==> src/rtl/blkmove_pkg.sv <==
package blkmove_pkg;

  // Stepping mode as encoded on cmd_mode
  typedef enum logic [1:0] {
    MV_UP       = 2'd0,
    MV_DOWN     = 2'd1,
    MV_SRC_PAIR = 2'd2,
    MV_DST_PAIR = 2'd3
  } mv_mode_e;

  // How one pointer moves after a byte
  typedef enum logic [1:0] {
    ST_INC = 2'd0,
    ST_DEC = 2'd1,
    ST_ALT = 2'd2
  } step_e;

  typedef enum logic [2:0] {
    S_IDLE,
    S_SETUP,
    S_RD,
    S_WR,
    S_PAD
  } seq_e;

  function automatic step_e kind_for(input mv_mode_e m, input logic is_dst);
    case (m)
      MV_UP:       kind_for = ST_INC;
      MV_DOWN:     kind_for = ST_DEC;
      MV_SRC_PAIR: kind_for = is_dst ? ST_INC : ST_ALT;
      default:     kind_for = is_dst ? ST_ALT : ST_INC;
    endcase
  endfunction

endpackage

==> src/rtl/blkmove_ptr.sv <==
module blkmove_ptr
  import blkmove_pkg::*;
#(
  parameter int AW = 16
) (
  input  logic          clk,
  input  logic          rst_n,
  input  logic          load,
  input  logic [AW-1:0] load_val,
  input  step_e         load_kind,
  input  logic          step,
  output logic [AW-1:0] ptr
);

  logic [AW-1:0] base_q;
  logic          phase_q;
  step_e         kind_q;

  always_ff @(posedge clk or negedge rst_n) begin
    if (!rst_n) begin
      ptr     <= '0;
      base_q  <= '0;
      phase_q <= 1'b0;
      kind_q  <= ST_INC;
    end else if (load) begin
      ptr     <= load_val;
      base_q  <= load_val;
      phase_q <= 1'b0;
      kind_q  <= load_kind;
    end else if (step) begin
      case (kind_q)
        ST_INC: ptr <= ptr + 1'b1;
        ST_DEC: ptr <= ptr - 1'b1;
        default: begin
          ptr     <= phase_q ? base_q : base_q + 1'b1;
          phase_q <= ~phase_q;
        end
      endcase
    end
  end

  // an alternating pointer only ever sits on its base or base+1
  assert_alt_pair_R4: assert property (@(posedge clk) disable iff (!rst_n)
    (kind_q == ST_ALT) |-> (ptr == base_q || ptr == base_q + 1'b1));

endmodule

==> src/rtl/blkmove_cnt.sv <==
module blkmove_cnt #(
  parameter int CW = 16
) (
  input  logic          clk,
  input  logic          rst_n,
  input  logic          load,
  input  logic [CW-1:0] load_val,
  input  logic          step,
  output logic [CW-1:0] cnt,
  output logic          last
);

  always_ff @(posedge clk or negedge rst_n) begin
    if (!rst_n)    cnt <= '0;
    else if (load) cnt <= load_val;
    else if (step) cnt <= cnt - 1'b1;
  end

  // A count of 0 is not "last": it wraps and yields 2^CW bytes
  assign last = (cnt == CW'(1));

endmodule

==> src/rtl/blkmove_seq.sv <==
module blkmove_seq
  import blkmove_pkg::*;
#(
  parameter int SETUP_CYC = 17,
  parameter int BYTE_CYC  = 6
) (
  input  logic clk,
  input  logic rst_n,
  input  logic start,
  input  logic mem_ready,
  input  logic last,
  output logic start_ok,
  output logic rd_take,
  output logic step,
  output logic mem_req,
  output logic mem_we,
  output logic busy,
  output logic done
);

  localparam int TMAX = (SETUP_CYC > BYTE_CYC) ? SETUP_CYC : BYTE_CYC;
  localparam int TW   = $clog2(TMAX + 1);
  // Pad cycles after each write so read-to-read spacing equals BYTE_CYC
  localparam logic [TW-1:0] PAD_LOAD   = TW'(BYTE_CYC - 3);
  localparam logic [TW-1:0] SETUP_LOAD = TW'(SETUP_CYC - 1);

  seq_e          state_q;
  logic [TW-1:0] tmr_q;

  assign busy     = (state_q != S_IDLE);
  assign start_ok = start && (state_q == S_IDLE);
  assign mem_req  = (state_q == S_RD) || (state_q == S_WR);
  assign mem_we   = (state_q == S_WR);
  assign rd_take  = (state_q == S_RD) && mem_ready;
  assign step     = (state_q == S_WR) && mem_ready;

  always_ff @(posedge clk or negedge rst_n) begin
    if (!rst_n) begin
      state_q <= S_IDLE;
      tmr_q   <= '0;
      done    <= 1'b0;
    end else begin
      done <= 1'b0;
      case (state_q)
        S_IDLE: if (start) begin
          state_q <= S_SETUP;
          tmr_q   <= SETUP_LOAD;
        end
        S_SETUP: begin
          if (tmr_q == '0) state_q <= S_RD;
          else             tmr_q   <= tmr_q - 1'b1;
        end
        S_RD: if (mem_ready) state_q <= S_WR;
        S_WR: if (mem_ready) begin
          if (last) begin
            state_q <= S_IDLE;
            done    <= 1'b1;
          end else begin
            state_q <= S_PAD;
            tmr_q   <= PAD_LOAD;
          end
        end
        S_PAD: begin
          if (tmr_q == '0) state_q <= S_RD;
          else             tmr_q   <= tmr_q - 1'b1;
        end
        default: state_q <= S_IDLE;
      endcase
    end
  end

  assert_done_pulse_R11: assert property (@(posedge clk) disable iff (!rst_n)
    done |=> !done);

  assert_done_idle_R11: assert property (@(posedge clk) disable iff (!rst_n)
    done |-> !busy);

  assert_last_stop_R10: assert property (@(posedge clk) disable iff (!rst_n)
    (step && last) |=> (!busy && done && !mem_req));

endmodule

==> src/rtl/blkmove_engine.sv <==
module blkmove_engine
  import blkmove_pkg::*;
#(
  parameter int AW        = 16,
  parameter int CW        = 16,
  parameter int DW        = 8,
  parameter int SETUP_CYC = 17,
  parameter int BYTE_CYC  = 6
) (
  input  logic          clk,
  input  logic          rst_n,
  input  logic          start,
  input  logic [AW-1:0] cmd_src,
  input  logic [AW-1:0] cmd_dst,
  input  logic [CW-1:0] cmd_len,
  input  logic [1:0]    cmd_mode,
  output logic          busy,
  output logic          done,
  output logic [AW-1:0] src_ptr,
  output logic [AW-1:0] dst_ptr,
  output logic [CW-1:0] count,
  output logic          mem_req,
  output logic          mem_we,
  output logic [AW-1:0] mem_addr,
  output logic [DW-1:0] mem_wdata,
  input  logic [DW-1:0] mem_rdata,
  input  logic          mem_ready
);

  localparam int NPTR = 2;  // index 0 = source, 1 = destination

  logic          start_ok, rd_take, step, last;
  logic [AW-1:0] ptr_q [NPTR];
  logic [DW-1:0] byte_q;

  for (genvar g = 0; g < NPTR; g++) begin : g_ptr
    blkmove_ptr #(.AW(AW)) u_ptr (
      .clk       (clk),
      .rst_n     (rst_n),
      .load      (start_ok),
      .load_val  ((g == 0) ? cmd_src : cmd_dst),
      .load_kind (kind_for(mv_mode_e'(cmd_mode), 1'(g != 0))),
      .step      (step),
      .ptr       (ptr_q[g])
    );
  end

  blkmove_cnt #(.CW(CW)) u_cnt (
    .clk      (clk),
    .rst_n    (rst_n),
    .load     (start_ok),
    .load_val (cmd_len),
    .step     (step),
    .cnt      (count),
    .last     (last)
  );

  blkmove_seq #(.SETUP_CYC(SETUP_CYC), .BYTE_CYC(BYTE_CYC)) u_seq (
    .clk       (clk),
    .rst_n     (rst_n),
    .start     (start),
    .mem_ready (mem_ready),
    .last      (last),
    .start_ok  (start_ok),
    .rd_take   (rd_take),
    .step      (step),
    .mem_req   (mem_req),
    .mem_we    (mem_we),
    .busy      (busy),
    .done      (done)
  );

  // Byte in flight between its read and its write
  always_ff @(posedge clk or negedge rst_n) begin
    if (!rst_n)       byte_q <= '0;
    else if (rd_take) byte_q <= mem_rdata;
  end

  assign src_ptr   = ptr_q[0];
  assign dst_ptr   = ptr_q[1];
  assign mem_addr  = mem_we ? ptr_q[1] : ptr_q[0];
  assign mem_wdata = byte_q;

  assert_req_hold_R9: assert property (@(posedge clk) disable iff (!rst_n)
    (mem_req && !mem_ready) |=> (mem_req && $stable(mem_addr) &&
                                 $stable(mem_we) && $stable(mem_wdata)));

  assert_ignore_start_R12: assert property (@(posedge clk) disable iff (!rst_n)
    (busy && start && !mem_ready) |=> (busy && $stable(count)));

  assert_final_hold_R13: assert property (@(posedge clk) disable iff (!rst_n)
    (!busy && !start) |=> ($stable(src_ptr) && $stable(dst_ptr) && $stable(count)));

endmodule

==> config.mk <==
export PLATFORM = sky130hd
export DESIGN_NAME = blkmove_engine
export DESIGN_NICKNAME = d
export VERILOG_FILES = /design/src/rtl/blkmove_pkg.sv /design/src/rtl/blkmove_ptr.sv /design/src/rtl/blkmove_cnt.sv /design/src/rtl/blkmove_seq.sv /design/src/rtl/blkmove_engine.sv
export SDC_FILE = /design/constraint.sdc
export NUM_CORES = 1
export LEC_CHECK = 0
export BUFFER_PORTS_ARGS = -buffer_cell sky130_fd_sc_hd__buf_2
export CORE_UTILIZATION = 36
export DETAILED_ROUTE_END_ITERATION = 6
export SLEW_MARGIN = 40
export SYNTH_ARGS = -nofsm -noshare
export SYNTH_HDL_FRONTEND = slang
export SYNTH_SLANG_ARGS = --single-unit
==> constraint.sdc <==
create_clock -name clk -period 2.7 [get_ports clk]
set_clock_uncertainty 0.15 [all_clocks]
set_input_delay 0 -clock clk [delete_from_list [all_inputs] [get_ports clk]]
set_output_delay 0 -clock clk [all_outputs]
set_load 0.02 [all_outputs]
==> results_tabular.tex, run 1 <==
\begin{tabular}{lr}
\hline
Metric & Value \\
\hline
\multicolumn{2}{l}{\textbf{Run status}} \\
Status & completed \\
\multicolumn{2}{l}{\textbf{STA}} \\
Final hold violation count & 0 \\
Unrepaired setup endpoints after global routing & no \\
Final setup vio count & 0 \\
Count of final max-slew check failures & 0 \\
Worst max-slew margin expressed relative to the limit & 0.567 \\
Highest achievable clock rate & 395 MHz \\
Hold Slack & 23.3 ps \\
Final sum of negative setup slack & 0 ps \\
Actual transition at the worst max-transition pin & 650 ps \\
Final critical-path required period & 2530 ps \\
Ratio of final minimum period to clock period & 0.937 \\
\multicolumn{2}{l}{\textbf{Synth}} \\
Mapped Area & 7090 um2 \\
Portion of the post-synthesis area used by sequential elements & 0.360 \\
Number of storage elements in the synthesis netlist & 102 \\
Number of nets produced by synthesis & 939 \\
Number of enable flip-flop cells after synthesis & 0 \\
Number of cells produced by synthesis & 869 \\
Predominant post-synthesis flop cell & sky130\_fd\_sc\_hd\_\_dfrtp\_1 \\
Syn avg cell area & 8.16 um2 \\
Count of different cell masters after synthesis & 80 \\
Warnings from Yosys & 0 \\
Share of flip-flops with an asynchronous set or reset & 1.00 \\
\multicolumn{2}{l}{\textbf{CTS}} \\
Clock tree sinks & 102 \\
Clock slew at reported path FFs & 70 ps \\
Total clock buffers created by CTS & 9 \\
Bufs on Longest Clock Path & 2 \\
CTS HTree Levels & 3 \\
Root buffer cell & sky130\_fd\_sc\_hd\_\_clkbuf\_16 \\
Worst skew pair latency & 350 ps \\
CTS tree & built \\
\multicolumn{2}{l}{\textbf{Power}} \\
Logic pwr share & 0.571 \\
IR drop worst, VDD & 494 uV \\
Share of power burned in the clock network & 0.123 \\
Proportion of total power due to net switching & 0.491 \\
Power density over the cells & 1190 nW/um2 \\
Leakage Power & 0.00401 uW \\
Net load switching power & 5290 uW \\
Reg power frac & 0.306 \\
Internal & 5480 uW \\
\multicolumn{2}{l}{\textbf{Cells and area}} \\
Final antenna diode count & 0 \\
Layout overhead on the synthesized area & 28.1\% \\
Ratio of cells with drive above 1 in the final layout & 0.233 \\
Net count reported at finish & 1124 \\
Fill count & 1860 \\
Post-route core utilization & 0.478 \\
Finished Cell Area & 9080 um2 \\
\multicolumn{2}{l}{\textbf{Drt}} \\
Final wirelength & 22800 um \\
Detailed-route vias per instance & 5.39 \\
Average detailed-routed wire length per instance & 17.3 um \\
Total number of vias & 7104 \\
Final routed DRC violation total & 0 \\
Residual antenna-violating net count after detailed routing & 0 \\
Iteration-0 DRC count of the detailed router & 487 \\
Detailed-router iteration count before antenna repair & 5 \\
\multicolumn{2}{l}{\textbf{Setup path}} \\
Largest fanout on the critical path & 10 \\
Number of cells traversed by the worst register-to-register path & 8 \\
Cell mode on critical path & sky130\_fd\_sc\_hd\_\_mux2i\_1 \\
Series of cell instances along the critical path & buf\_4, nor2b\_4, or4\_4, a22oi\_2, mux2i\_1, mux2i\_1, o22ai\_1, o22a\_1 \\
Reg2Reg Capture Point & g\_ptr[0].u\_ptr.ptr[15] \\
Worst path bufs/invs & 1 \\
CP max-delay cell & sky130\_fd\_sc\_hd\_\_or4\_4 \\
Critical Path Start & g\_ptr[1].u\_ptr.kind\_q[0] \\
Crit start category & register \\
CP endpoint & g\_ptr[0].u\_ptr.ptr[15] \\
Category of cells accounting for the largest share of critical-path delay & simple AND/OR/NAND/NOR gates \\
Cell count along the critical path & 8 \\
Required time of the worst setup path & 2790 ps \\
Start-to-end type of the worst setup path & register to register \\
Reg2reg start & g\_ptr[1].u\_ptr.kind\_q[0] \\
Type of element capturing the critical path & register \\
CP Data Arrival Time & 2620 ps \\
Setup slack of the most critical reg-to-reg path & 170 ps \\
Crit path largest cell delay & 500 ps \\
\multicolumn{2}{l}{\textbf{GRT}} \\
Antenna violations before repair & 0 \\
Pin count of the biggest net entering global routing & 56 \\
Grt total ovfl & 0 \\
GRT Total Usage & 0.235 \\
Global-route wire length before repair & 36900 um \\
Via count of the first global-routing pass & 6720 \\
\multicolumn{2}{l}{\textbf{Placement}} \\
GPL Wtd Cong & 0.928 \\
Final HPWL from detailed placement & 16200 um \\
Cell area after placement & 8150 um2 \\
Number of port buffers & 137 \\
\multicolumn{2}{l}{\textbf{Floorplanning}} \\
Vertical die dimension & 142 um \\
I/O pin count & 138 \\
Initial cell density of the core & 0.373 \\
Area of the core & 19000 um2 \\
Area of the die & 20300 um2 \\
Horizontal die dimension & 142 um \\
Placement row count & 50 \\
\multicolumn{2}{l}{\textbf{Worst hold path}} \\
Type of the tightest min-delay check & input port to register \\
\multicolumn{2}{l}{\textbf{Run}} \\
Max-cap viol count & 0 \\
\hline
\end{tabular}
## layout make-up
| type | count | area (um2) | area share |
|---|---|---|---|
| inverter | 10 | 37.5 | 0.00413 |
| clock inverter | 4 | 47.5 | 0.00523 |
| tap | 260 | 325 | 0.0358 |
| clock buffer | 11 | 243 | 0.0267 |
| multi-input combinational | 695 | 4260 | 0.469 |
| timing repair buffer | 236 | 1610 | 0.178 |
| sequential | 102 | 2550 | 0.281 |
## cell families after synthesis
| family | Yosys count | share of synthesized area |
|---|---|---|
| compound gates | 191 | 0.175 |
| fa+ha+maj | 8 | 0.0141 |
| flops | 102 | 0.360 |
| simple gates | 391 | 0.266 |
| buf+inv | 72 | 0.0432 |
| mux | 38 | 0.0582 |
| xor+xnor | 67 | 0.0828 |
## synth_stat cells, types with 4 or more instances
master,number,share of area
sky130_fd_sc_hd__mux2_2,25,0.040
sky130_fd_sc_hd__a21o_1,4,0.0042
sky130_fd_sc_hd__nor4_2,4,0.0071
sky130_fd_sc_hd__dfrtp_1,102,0.36
sky130_fd_sc_hd__a22oi_1,4,0.0042
sky130_fd_sc_hd__nand2_1,180,0.095
sky130_fd_sc_hd__nand4_1,8,0.0071
sky130_fd_sc_hd__o211ai_1,12,0.013
sky130_fd_sc_hd__o21ai_1,13,0.0092
sky130_fd_sc_hd__o31ai_1,6,0.0064
sky130_fd_sc_hd__buf_2,14,0.0099
sky130_fd_sc_hd__xnor2_1,48,0.059
sky130_fd_sc_hd__clkbuf_1,34,0.018
sky130_fd_sc_hd__and4_1,5,0.0062
sky130_fd_sc_hd__nand2b_1,5,0.0044
sky130_fd_sc_hd__nand3_1,32,0.023
sky130_fd_sc_hd__mux2i_1,12,0.017
sky130_fd_sc_hd__buf_1,10,0.0053
sky130_fd_sc_hd__o21ai_0,43,0.030
sky130_fd_sc_hd__a31oi_1,10,0.0088
sky130_fd_sc_hd__and3_1,17,0.015
sky130_fd_sc_hd__nor3_1,15,0.011
sky130_fd_sc_hd__nor2_1,65,0.034
sky130_fd_sc_hd__or3_1,6,0.0053
sky130_fd_sc_hd__o22a_1,6,0.0074
sky130_fd_sc_hd__a222oi_1,5,0.0071
sky130_fd_sc_hd__inv_1,7,0.0037
sky130_fd_sc_hd__a21oi_1,42,0.030
sky130_fd_sc_hd__nor4_1,8,0.0071
sky130_fd_sc_hd__nor3_2,4,0.0056
sky130_fd_sc_hd__xor2_1,19,0.023
sky130_fd_sc_hd__nor2b_1,12,0.011
sky130_fd_sc_hd__a211oi_1,4,0.0042
sky130_fd_sc_hd__a221oi_1,4,0.0049
sky130_fd_sc_hd__ha_1,8,0.014
## stage by stage
| stage | power [uW] | std cells | worst slack [ps] |
|---|---|---|---|
| after floorplan | 7300 | 869 | 0.908 |
| after global placement | 9220 | 1242 | 143 |
| after detailed placement | 9280 | 1242 | 126 |
| after CTS | 10700 | 1318 | 63.8 |
| after global routing | 11600 | 1318 | 16.8 |
| final | 10800 | 1318 | 170 |
## layout by cell type, fill, tap and decap left out, types with 7 or more instances in the layout
cell type	count
sky130_fd_sc_hd__buf_2	136
sky130_fd_sc_hd__buf_4	36
sky130_fd_sc_hd__o21ai_0	43
sky130_fd_sc_hd__a31oi_1	10
sky130_fd_sc_hd__nor4_1	8
sky130_fd_sc_hd__nand4_1	8
sky130_fd_sc_hd__xnor2_1	48
sky130_fd_sc_hd__clkbuf_16	9
sky130_fd_sc_hd__dfrtp_1	102
sky130_fd_sc_hd__nor2_1	65
sky130_fd_sc_hd__nand3_1	32
sky130_fd_sc_hd__xor2_1	19
sky130_fd_sc_hd__a21oi_1	42
sky130_fd_sc_hd__nor2b_1	12
sky130_fd_sc_hd__and3_1	17
sky130_fd_sc_hd__o211ai_1	12
sky130_fd_sc_hd__mux2_2	25
sky130_fd_sc_hd__mux2i_1	12
sky130_fd_sc_hd__nor3_1	15
sky130_fd_sc_hd__dlygate4sd3_1	61
sky130_fd_sc_hd__nand2_1	179
sky130_fd_sc_hd__inv_1	7
sky130_fd_sc_hd__o21ai_1	12
sky130_fd_sc_hd__ha_1	7
## registers in the layout, indices dropped and copies added (netlist names)
name                 cells
mem_wdata                8
g_ptr.u_ptr.base_q      32
g_ptr.u_ptr.kind_q       3
g_ptr.u_ptr.phase_q      2
u_seq.state_q            3
g_ptr.u_ptr.ptr         32
u_seq.tmr_q              5
u_seq.done               1
u_cnt.cnt               16
## power by group through the flow
stage               clock network (uW)  logic [uW]  registers (uW)
detailed placement                   0        5990            3290
finish                            1330        6150            3300
floorplan                            0        3970            3330
global placement                     0        5940            3290
CTS                               1370        6090            3270
global route                      1430        6770            3430
## what timing repair did
action                                  4_1_cts  5_1_grt
setup buffers                                 0        0
endpoints found under the hold margin       139        0
resized for setup                             0        7
endpoints found under the setup margin        0        2
hold buffers                                 61        0
## worst register-to-register path: cells and delay by family, from the launching register on
family / cells / cell delay [ps]
multiplexers: 2 / 490
flip-flops: 1 / 410
AO/OA/AOI/OAI: 3 / 520
buffers and inverters: 1 / 190
AND/OR/NAND/NOR: 2 / 660
## layer usage
layer  share of wire  vias to the layer above  track usage
li1                -                     3440            -
met1            0.47                     3343        0.333
met2            0.45                      281        0.360
met3           0.064                       40       0.0323
met4           0.023                        0       0.0883
met5               0                        -            0
## worst min-delay path by stage
stage / from / endpoint / slack, ps / cells past startpoint
2_1_floorplan: rst_n / g_ptr[0].u_ptr.base_q[0] / -450 / 0
3_3_place_gp: rst_n / u_cnt.cnt[13] / -70 / 1
3_5_place_dp: rst_n / u_cnt.cnt[13] / -80 / 1
4_1_cts: start / u_seq.state_q[0] / 10 / 4
5_1_grt: start / u_seq.state_q[0] / 60 / 4
6_report: start / u_seq.state_q[0] / 20 / 4
Note: power is estimated with default switching activity, not from simulation.
==> run 2: changes to the inputs <==
--- a/config.mk
+++ b/config.mk
@@ -8,6 +8,7 @@
 export BUFFER_PORTS_ARGS = -buffer_cell sky130_fd_sc_hd__buf_2
 export CORE_UTILIZATION = 36
 export DETAILED_ROUTE_END_ITERATION = 6
+export GPL_TIMING_DRIVEN = 0
 export SLEW_MARGIN = 40
 export SYNTH_ARGS = -nofsm -noshare
 export SYNTH_HDL_FRONTEND = slang
==> run 2 against run 1 <==
  * Setup slack lost 89 ps
  * First-iteration DRC count grew 7.4%
  * Sequential share of layout area shrank 0.46 points
  * Largest power group unchanged
  * Non-clock buffer count grew 31
  * Die area is the same
  * Final cell count grew 2.4%
  * Critical endpoint is now g_ptr[1].u_ptr.ptr[13]
  * Clock-buffer cell count shrank 1
==> results_tabular.tex, run 2 (synthesis gave the netlist of run 1 again) <==
\begin{tabular}{lr}
\hline
Metric & Value \\
\hline
\multicolumn{2}{l}{\textbf{Run status}} \\
Status & completed \\
\multicolumn{2}{l}{\textbf{Placement}} \\
Final HPWL from detailed placement & 17900 um \\
Cell area after placement & 8140 um2 \\
GPL Wtd Cong & 0.918 \\
Number of port buffers & 137 \\
\multicolumn{2}{l}{\textbf{Power}} \\
IR drop worst, VDD & 532 uV \\
Power density over the cells & 1210 nW/um2 \\
Leakage Power & 0.00406 uW \\
Total Power Consumption & 11200 uW \\
\multicolumn{2}{l}{\textbf{Setup path}} \\
CP max-delay cell & sky130\_fd\_sc\_hd\_\_a222oi\_1 \\
Worst path bufs/invs & 1 \\
Required time of the worst setup path & 2770 ps \\
Category of cells accounting for the largest share of critical-path delay & compound AO/OA/AOI/OAI gates \\
Largest fanout on the critical path & 10 \\
Crit start category & register \\
Series of cell instances along the critical path & or3b\_1, a21o\_1, clkbuf\_1, a222oi\_1, o21ai\_0 \\
Crit path largest cell delay & 620 ps \\
Start-to-end type of the worst setup path & register to register \\
Type of element capturing the critical path & register \\
CP Data Arrival Time & 2690 ps \\
\multicolumn{2}{l}{\textbf{GRT}} \\
GRT Total Usage & 0.249 \\
Antenna violations before repair & 0 \\
Via count of the first global-routing pass & 6885 \\
Pin count of the biggest net entering global routing & 57 \\
Global-route wire length before repair & 38600 um \\
Grt total ovfl & 0 \\
\multicolumn{2}{l}{\textbf{Cells and area}} \\
Fill count & 1887 \\
Biggest registers after layout & g\_ptr.u\_ptr.base\_q (32), g\_ptr.u\_ptr.ptr (32), u\_cnt.cnt (16) \\
Net count reported at finish & 1155 \\
Ratio of cells with drive above 1 in the final layout & 0.230 \\
Leading cell type in the layout, fill and taps excluded & sky130\_fd\_sc\_hd\_\_nand2\_1 \\
Final antenna diode count & 0 \\
Commonest non-fill, non-tap cells in the layout & sky130\_fd\_sc\_hd\_\_nand2\_1 (180), sky130\_fd\_sc\_hd\_\_buf\_2 (150), sky130\_fd\_sc\_hd\_\_dfrtp\_1 (100), sky130\_fd\_sc\_hd\_\_nor2\_1 (65), sky130\_fd\_sc\_hd\_\_dlygate4sd3\_1 (63) \\
Layout overhead on the synthesized area & 30.4\% \\
Finished Cell Area & 9240 um2 \\
\multicolumn{2}{l}{\textbf{STA}} \\
Actual transition at the worst max-transition pin & 818 ps \\
Final setup vio count & 0 \\
Worst max-slew margin expressed relative to the limit & 0.455 \\
Final critical-path required period & 2620 ps \\
Unrepaired setup endpoints after global routing & yes \\
Ratio of final minimum period to clock period & 0.970 \\
Count of final max-slew check failures & 0 \\
Highest achievable clock rate & 382 MHz \\
Final hold violation count & 0 \\
Final sum of negative setup slack & 0 ps \\
\multicolumn{2}{l}{\textbf{Run}} \\
Max-cap viol count & 0 \\
\multicolumn{2}{l}{\textbf{Drt}} \\
Total number of vias & 7357 \\
Iteration-0 DRC count of the detailed router & 523 \\
Final wirelength & 24900 um \\
Detailed-router iteration count before antenna repair & 7 \\
Residual antenna-violating net count after detailed routing & 0 \\
Detailed-route vias per instance & 5.45 \\
Final routed DRC violation total & 0 \\
Average detailed-routed wire length per instance & 18.5 um \\
\multicolumn{2}{l}{\textbf{Floorplanning}} \\
Vertical die dimension & 142 um \\
Placement row count & 50 \\
I/O pin count & 138 \\
Area of the core & 19000 um2 \\
Area of the die & 20300 um2 \\
Initial cell density of the core & 0.373 \\
Horizontal die dimension & 142 um \\
\multicolumn{2}{l}{\textbf{CTS}} \\
Worst skew pair latency & 360 ps \\
Total clock buffers created by CTS & 9 \\
Root buffer cell & sky130\_fd\_sc\_hd\_\_clkbuf\_16 \\
Clock slew at reported path FFs & 80 ps \\
Clock tree sinks & 102 \\
CTS tree & built \\
Bufs on Longest Clock Path & 2 \\
CTS HTree Levels & 3 \\
\multicolumn{2}{l}{\textbf{Worst hold path}} \\
Type of the tightest min-delay check & input port to register \\
\hline
\end{tabular}
run 2: changes by cell type in the layout (fill, tap and decap cells not counted), moves of 3 or more:
cell,before,now
sky130_fd_sc_hd__clkbuf_2,0,3
sky130_fd_sc_hd__clkbuf_1,1,31
sky130_fd_sc_hd__buf_4,36,10
sky130_fd_sc_hd__buf_1,0,6
sky130_fd_sc_hd__buf_2,136,150
run 2: final cells by class:
cell class | instances | area [um2] | area share
well taps | 260 | 325 | 0.0352
repair buffers | 208 | 1410 | 0.152
multi-input cells | 695 | 4340 | 0.469
plain buffers | 59 | 277 | 0.0299
clock inverters | 6 | 78.8 | 0.00853
flip-flops and latches | 102 | 2550 | 0.276
inverters | 10 | 37.5 | 0.00406
clock buffers | 10 | 229 | 0.0248
run 2: final timing paths:
path | from | end | slack, ps | cells past startpoint
setup / recovery | u_seq.state_q[1] | g_ptr[1].u_ptr.ptr[13] | 80 | 5
hold / removal | cmd_len[7] | u_cnt.cnt[7] | 230 | 4
setup reg to reg | u_seq.state_q[1] | g_ptr[1].u_ptr.ptr[13] | 80 | 5
hold reg to reg | mem_wdata[4] | mem_wdata[4] | 350 | 1
max in group asynchronous | rst_n | u_seq.state_q[1] | 570 | 4
min in group asynchronous | rst_n | g_ptr[0].u_ptr.base_q[6] | 490 | 3
run 2: repair_timing:
action                                 CTS  global route
gates resized for setup                 15            25
hold buffers                            63             0
endpoints found under the hold margin  190             0
setup buffers                            3             4
setup endpoints to repair               36            26
pin swaps                                4            10
run 2: through the flow:
step,utilization,std cells,hold WS [ps],worst slack [ps]
4_1_cts,0.480,1347,207,4.77
2_1_floorplan,-,869,-446,0.908
3_3_place_gp,0.426,1266,56.8,-302
6_report,0.486,1350,230,81.4
5_1_grt,0.486,1350,230,-3.31
3_5_place_dp,0.428,1267,-220,-319
run 2: worst register-to-register path: cells and delay by family, from the launching register on:
| kind | cells | cell delay (ps) |
|---|---|---|
| AOI/OAI and AO/OA | 3 | 1080 |
| DFF | 1 | 420 |
| and+or+nand+nor | 1 | 420 |
| buffers and inverters | 1 | 410 |
run 2: per-layer routing:
| metal | track usage | share of wire | vias up |
|---|---|---|---|
| met5 | 0 | 0 | - |
| met2 | 0.373 | 0.44 | 321 |
| li1 | - | - | 3519 |
| met3 | 0.0474 | 0.078 | 44 |
| met4 | 0.0905 | 0.028 | 0 |
| met1 | 0.355 | 0.46 | 3473 |
run 2: power by group:
group	internal (uW)	switching (uW)
logic	2570	4080
clock network	740	651
registers	2230	888
total	5540	5620
==> run 3: changes to the inputs <==
--- a/config.mk
+++ b/config.mk
@@ -12,4 +12,5 @@
 export SLEW_MARGIN = 40
 export SYNTH_ARGS = -nofsm -noshare
 export SYNTH_HDL_FRONTEND = slang
+export SYNTH_HIERARCHICAL = 1
 export SYNTH_SLANG_ARGS = --single-unit
==> run 3 against run 2 <==
  * Via count increased by 2.5%
  * The run now ends with DRC left
  * Maximum frequency decreased by 0.14%
  * Largest cell class unchanged
  * Critical endpoint is now g_ptr[0].u_ptr/ptr[8]
  * Sequential share of layout area decreased by 1.4 points
==> results_tabular.tex, run 3 <==
\begin{tabular}{lr}
\hline
Metric & Value \\
\hline
\multicolumn{2}{l}{\textbf{STA}} \\
Hold Slack & 31.5 ps \\
Highest achievable clock rate & 381 MHz \\
Unrepaired setup endpoints after global routing & yes \\
Actual transition at the worst max-transition pin & 760 ps \\
Final setup vio count & 0 \\
Count of final max-slew check failures & 0 \\
Final critical-path required period & 2620 ps \\
Final hold violation count & 0 \\
Ratio of final minimum period to clock period & 0.971 \\
Worst max-slew margin expressed relative to the limit & 0.493 \\
\multicolumn{2}{l}{\textbf{Synth}} \\
Number of nets produced by synthesis & 925 \\
Share of flip-flops with an asynchronous set or reset & 1.00 \\
Number of enable flip-flop cells after synthesis & 0 \\
Portion of the post-synthesis area used by sequential elements & 0.344 \\
Number of storage elements in the synthesis netlist & 103 \\
Area share of the leading cell type in the synthesized netlist & 0.344 \\
Most numerous cell types in the synthesized netlist & sky130\_fd\_sc\_hd\_\_dfrtp\_1 (103), sky130\_fd\_sc\_hd\_\_nand2\_1 (78), sky130\_fd\_sc\_hd\_\_nor2\_1 (65) \\
Most repeated cell in the gate-level netlist after synthesis & sky130\_fd\_sc\_hd\_\_dfrtp\_1 \\
Predominant post-synthesis flop cell & sky130\_fd\_sc\_hd\_\_dfrtp\_1 \\
Biggest area consumer among synthesized cells & sky130\_fd\_sc\_hd\_\_dfrtp\_1 \\
Mapped Area & 7500 um2 \\
Largest cells by area after synthesis & sky130\_fd\_sc\_hd\_\_dfrtp\_1 (34\%), sky130\_fd\_sc\_hd\_\_mux2\_2 (5.6\%), sky130\_fd\_sc\_hd\_\_xnor2\_1 (4.3\%) \\
Count of different cell masters after synthesis & 83 \\
Number of cells produced by synthesis & 855 \\
Syn avg cell area & 8.77 um2 \\
Warnings from Yosys & 6 \\
\multicolumn{2}{l}{\textbf{Placement}} \\
Final HPWL from detailed placement & 17300 um \\
GPL Wtd Cong & 0.910 \\
Number of port buffers & 137 \\
Cell area after placement & 8570 um2 \\
\multicolumn{2}{l}{\textbf{Drt}} \\
Detailed-route vias per instance & 5.56 \\
Final wirelength & 24400 um \\
Average detailed-routed wire length per instance & 18.0 um \\
Residual antenna-violating net count after detailed routing & 0 \\
Final routed DRC violation total & 3 \\
Detailed-router iteration count before antenna repair & 7 \\
Total number of vias & 7539 \\
Iteration-0 DRC count of the detailed router & 466 \\
\multicolumn{2}{l}{\textbf{Setup path}} \\
Reg2reg start & g\_ptr[0].u\_ptr/kind\_q[1] \\
CP Data Arrival Time & 2700 ps \\
Reg2Reg Capture Point & g\_ptr[0].u\_ptr/ptr[8] \\
CP max-delay cell & sky130\_fd\_sc\_hd\_\_dfrtp\_1 \\
Category of cells accounting for the largest share of critical-path delay & compound AO/OA/AOI/OAI gates \\
Start-to-end type of the worst setup path & register to register \\
Required time of the worst setup path & 2780 ps \\
Crit path largest cell delay & 370 ps \\
Number of cells traversed by the worst register-to-register path & 10 \\
Series of cell instances along the critical path & buf\_4, nand2b\_4, buf\_4, xnor2\_1, ha\_2, a21oi\_1, a211oi\_2, mux2i\_1, xnor2\_1, o21ai\_1 \\
Crit start category & register \\
Largest fanout on the critical path & 10 \\
Worst path bufs/invs & 2 \\
Type of element capturing the critical path & register \\
Setup slack of the most critical reg-to-reg path & 80 ps \\
\multicolumn{2}{l}{\textbf{Floorplanning}} \\
Area of the core & 20300 um2 \\
Vertical die dimension & 146 um \\
Placement row count & 52 \\
Horizontal die dimension & 146 um \\
Area of the die & 21400 um2 \\
Initial cell density of the core & 0.369 \\
I/O pin count & 138 \\
\multicolumn{2}{l}{\textbf{GRT}} \\
GRT Total Usage & 0.230 \\
Grt total ovfl & 0 \\
Global-route wire length before repair & 39200 um \\
Pin count of the biggest net entering global routing & 71 \\
Via count of the first global-routing pass & 7220 \\
Antenna violations before repair & 0 \\
\multicolumn{2}{l}{\textbf{Run status}} \\
Violations in the final reports & DRC \\
Status & complete, but fails checks \\
\multicolumn{2}{l}{\textbf{Cells and area}} \\
Total area of multi-input combinational cells & 4630 um2 \\
Finished Cell Area & 9830 um2 \\
Leading cell type in the layout, fill and taps excluded & sky130\_fd\_sc\_hd\_\_buf\_2 \\
Ratio of cells with drive above 1 in the final layout & 0.274 \\
Fill count & 1984 \\
Post-route core utilization & 0.484 \\
Final antenna diode count & 0 \\
Commonest non-fill, non-tap cells in the layout & sky130\_fd\_sc\_hd\_\_buf\_2 (153), sky130\_fd\_sc\_hd\_\_dfrtp\_1 (101), sky130\_fd\_sc\_hd\_\_nand2\_1 (78), sky130\_fd\_sc\_hd\_\_nor2\_1 (63), sky130\_fd\_sc\_hd\_\_dlygate4sd3\_1 (62) \\
Layout overhead on the synthesized area & 31.1\% \\
Net count reported at finish & 1150 \\
Biggest registers after layout & g\_ptr.u\_ptr/base\_q (32), g\_ptr.u\_ptr/ptr (32), u\_cnt/cnt (16) \\
Sequential Area & 2580 um2 \\
\multicolumn{2}{l}{\textbf{Worst hold path}} \\
Type of the tightest min-delay check & input port to asynchronous set/reset pin \\
\multicolumn{2}{l}{\textbf{Run}} \\
Max-cap viol count & 0 \\
\multicolumn{2}{l}{\textbf{Power}} \\
Leakage Power & 0.00410 uW \\
IR drop worst, VDD & 537 uV \\
Power density over the cells & 1150 nW/um2 \\
\multicolumn{2}{l}{\textbf{CTS}} \\
CTS tree & built \\
Root buffer cell & sky130\_fd\_sc\_hd\_\_clkbuf\_16 \\
Clock tree sinks & 103 \\
Total clock buffers created by CTS & 9 \\
CTS HTree Levels & 3 \\
Clock slew at reported path FFs & 80 ps \\
Worst skew pair latency & 370 ps \\
Bufs on Longest Clock Path & 2 \\
\hline
\end{tabular}
## run 3: cell count changes in the layout (fill, tap and decap cells not counted), sizes merged, moves of 13 or more
cell | before | now
nand2 | 180 | 78
mux2 | 26 | 47
inv | 12 | 32
a21oi | 43 | 27
buf | 171 | 184
## run 3: timing repair
action | CTS | global route
pin swaps | 6 | 8
resized for setup | 26 | 23
buffers inserted | 13 | 3
endpoints found under the hold margin | 196 | 0
cloned | 0 | 0
hold buffers | 63 | 0
endpoints found under the setup margin | 91 | 38
## run 3: how the worst max path moves through the flow
| stage | endpoint | cells past startpoint | from |
|---|---|---|---|
| 6_report | g_ptr[0].u_ptr/ptr[8] | 10 | g_ptr[0].u_ptr/kind_q[1] |
| 5_1_grt | u_seq/tmr_q[0] | 8 | u_cnt/cnt[5] |
| 4_1_cts | g_ptr[0].u_ptr/ptr[8] | 10 | g_ptr[0].u_ptr/kind_q[1] |
| 3_5_place_dp | g_ptr[0].u_ptr/ptr[5] | 8 | u_seq/state_q[2] |
| 3_3_place_gp | g_ptr[0].u_ptr/ptr[5] | 8 | u_seq/state_q[2] |
| 2_1_floorplan | g_ptr[1].u_ptr/ptr[12] | 11 | g_ptr[1].u_ptr/kind_q[1] |
## run 3: layout make-up
class                      count  area share
multi-input combinational    660       0.471
clock inverter                 7     0.00993
sequential                   103       0.262
inverter                      28      0.0107
clock buffer                   9      0.0229
tap                          270      0.0344
timing repair buffer         217       0.153
buffer                        61      0.0347
## run 3: metal layers
layer | vias to the layer above | wire [um] | GRT usage
li1 | 3583 | - | -
met1 | 3624 | 11300 | 0.329
met2 | 302 | 10900 | 0.348
met3 | 30 | 1770 | 0.0441
met4 | 0 | 427 | 0.0729
met5 | - | 0 | 0
## run 3: logic make-up (layout without fill, tap and decap cells)
| group | after synthesis | after routing | share of synthesized area |
|---|---|---|---|
| DFF | 103 | 103 | 0.344 |
| muxes | 62 | 62 | 0.0956 |
| and+or+nand+nor | 342 | 342 | 0.249 |
| xor gates and xnor gates | 63 | 63 | 0.0736 |
| buffers and inverters | 92 | 322 | 0.0571 |
| AOI/OAI and AO/OA | 185 | 185 | 0.168 |
| adders and majority gates | 8 | 8 | 0.0133 |
## run 3: worst register-to-register path, delay by kind of cell (launching register included)
kind,cells,cell delay [ps]
mux,1,330
compound gates,3,520
fa+ha+maj,1,260
xor+xnor,2,320
flops,1,370
buf+inv,2,360
simple gates,1,180
## run 3: metrics by stage
step                      total power, uW  cells  setup slack [ps]  setup TNS [ps]
final                               11300   1355              77.7               0
after floorplan                      7500    855              15.5               0
after global routing                12100   1355             -6.25           -11.8
after global placement               9330   1262              -668          -26450
after detailed placement             9410   1263              -734          -28950
after CTS                           11200   1354              2.46               0
## run 3: where the power goes
| part | total [uW] | internal [uW] | leakage (uW) | switching [uW] |
|---|---|---|---|---|
| clock network | 1450 | 754 | 0.000159 | 697 |
| registers | 3200 | 2260 | 0.00125 | 947 |
| logic | 6660 | 2810 | 0.00269 | 3840 |
| total | 11300 | 5830 | 0.00410 | 5490 |
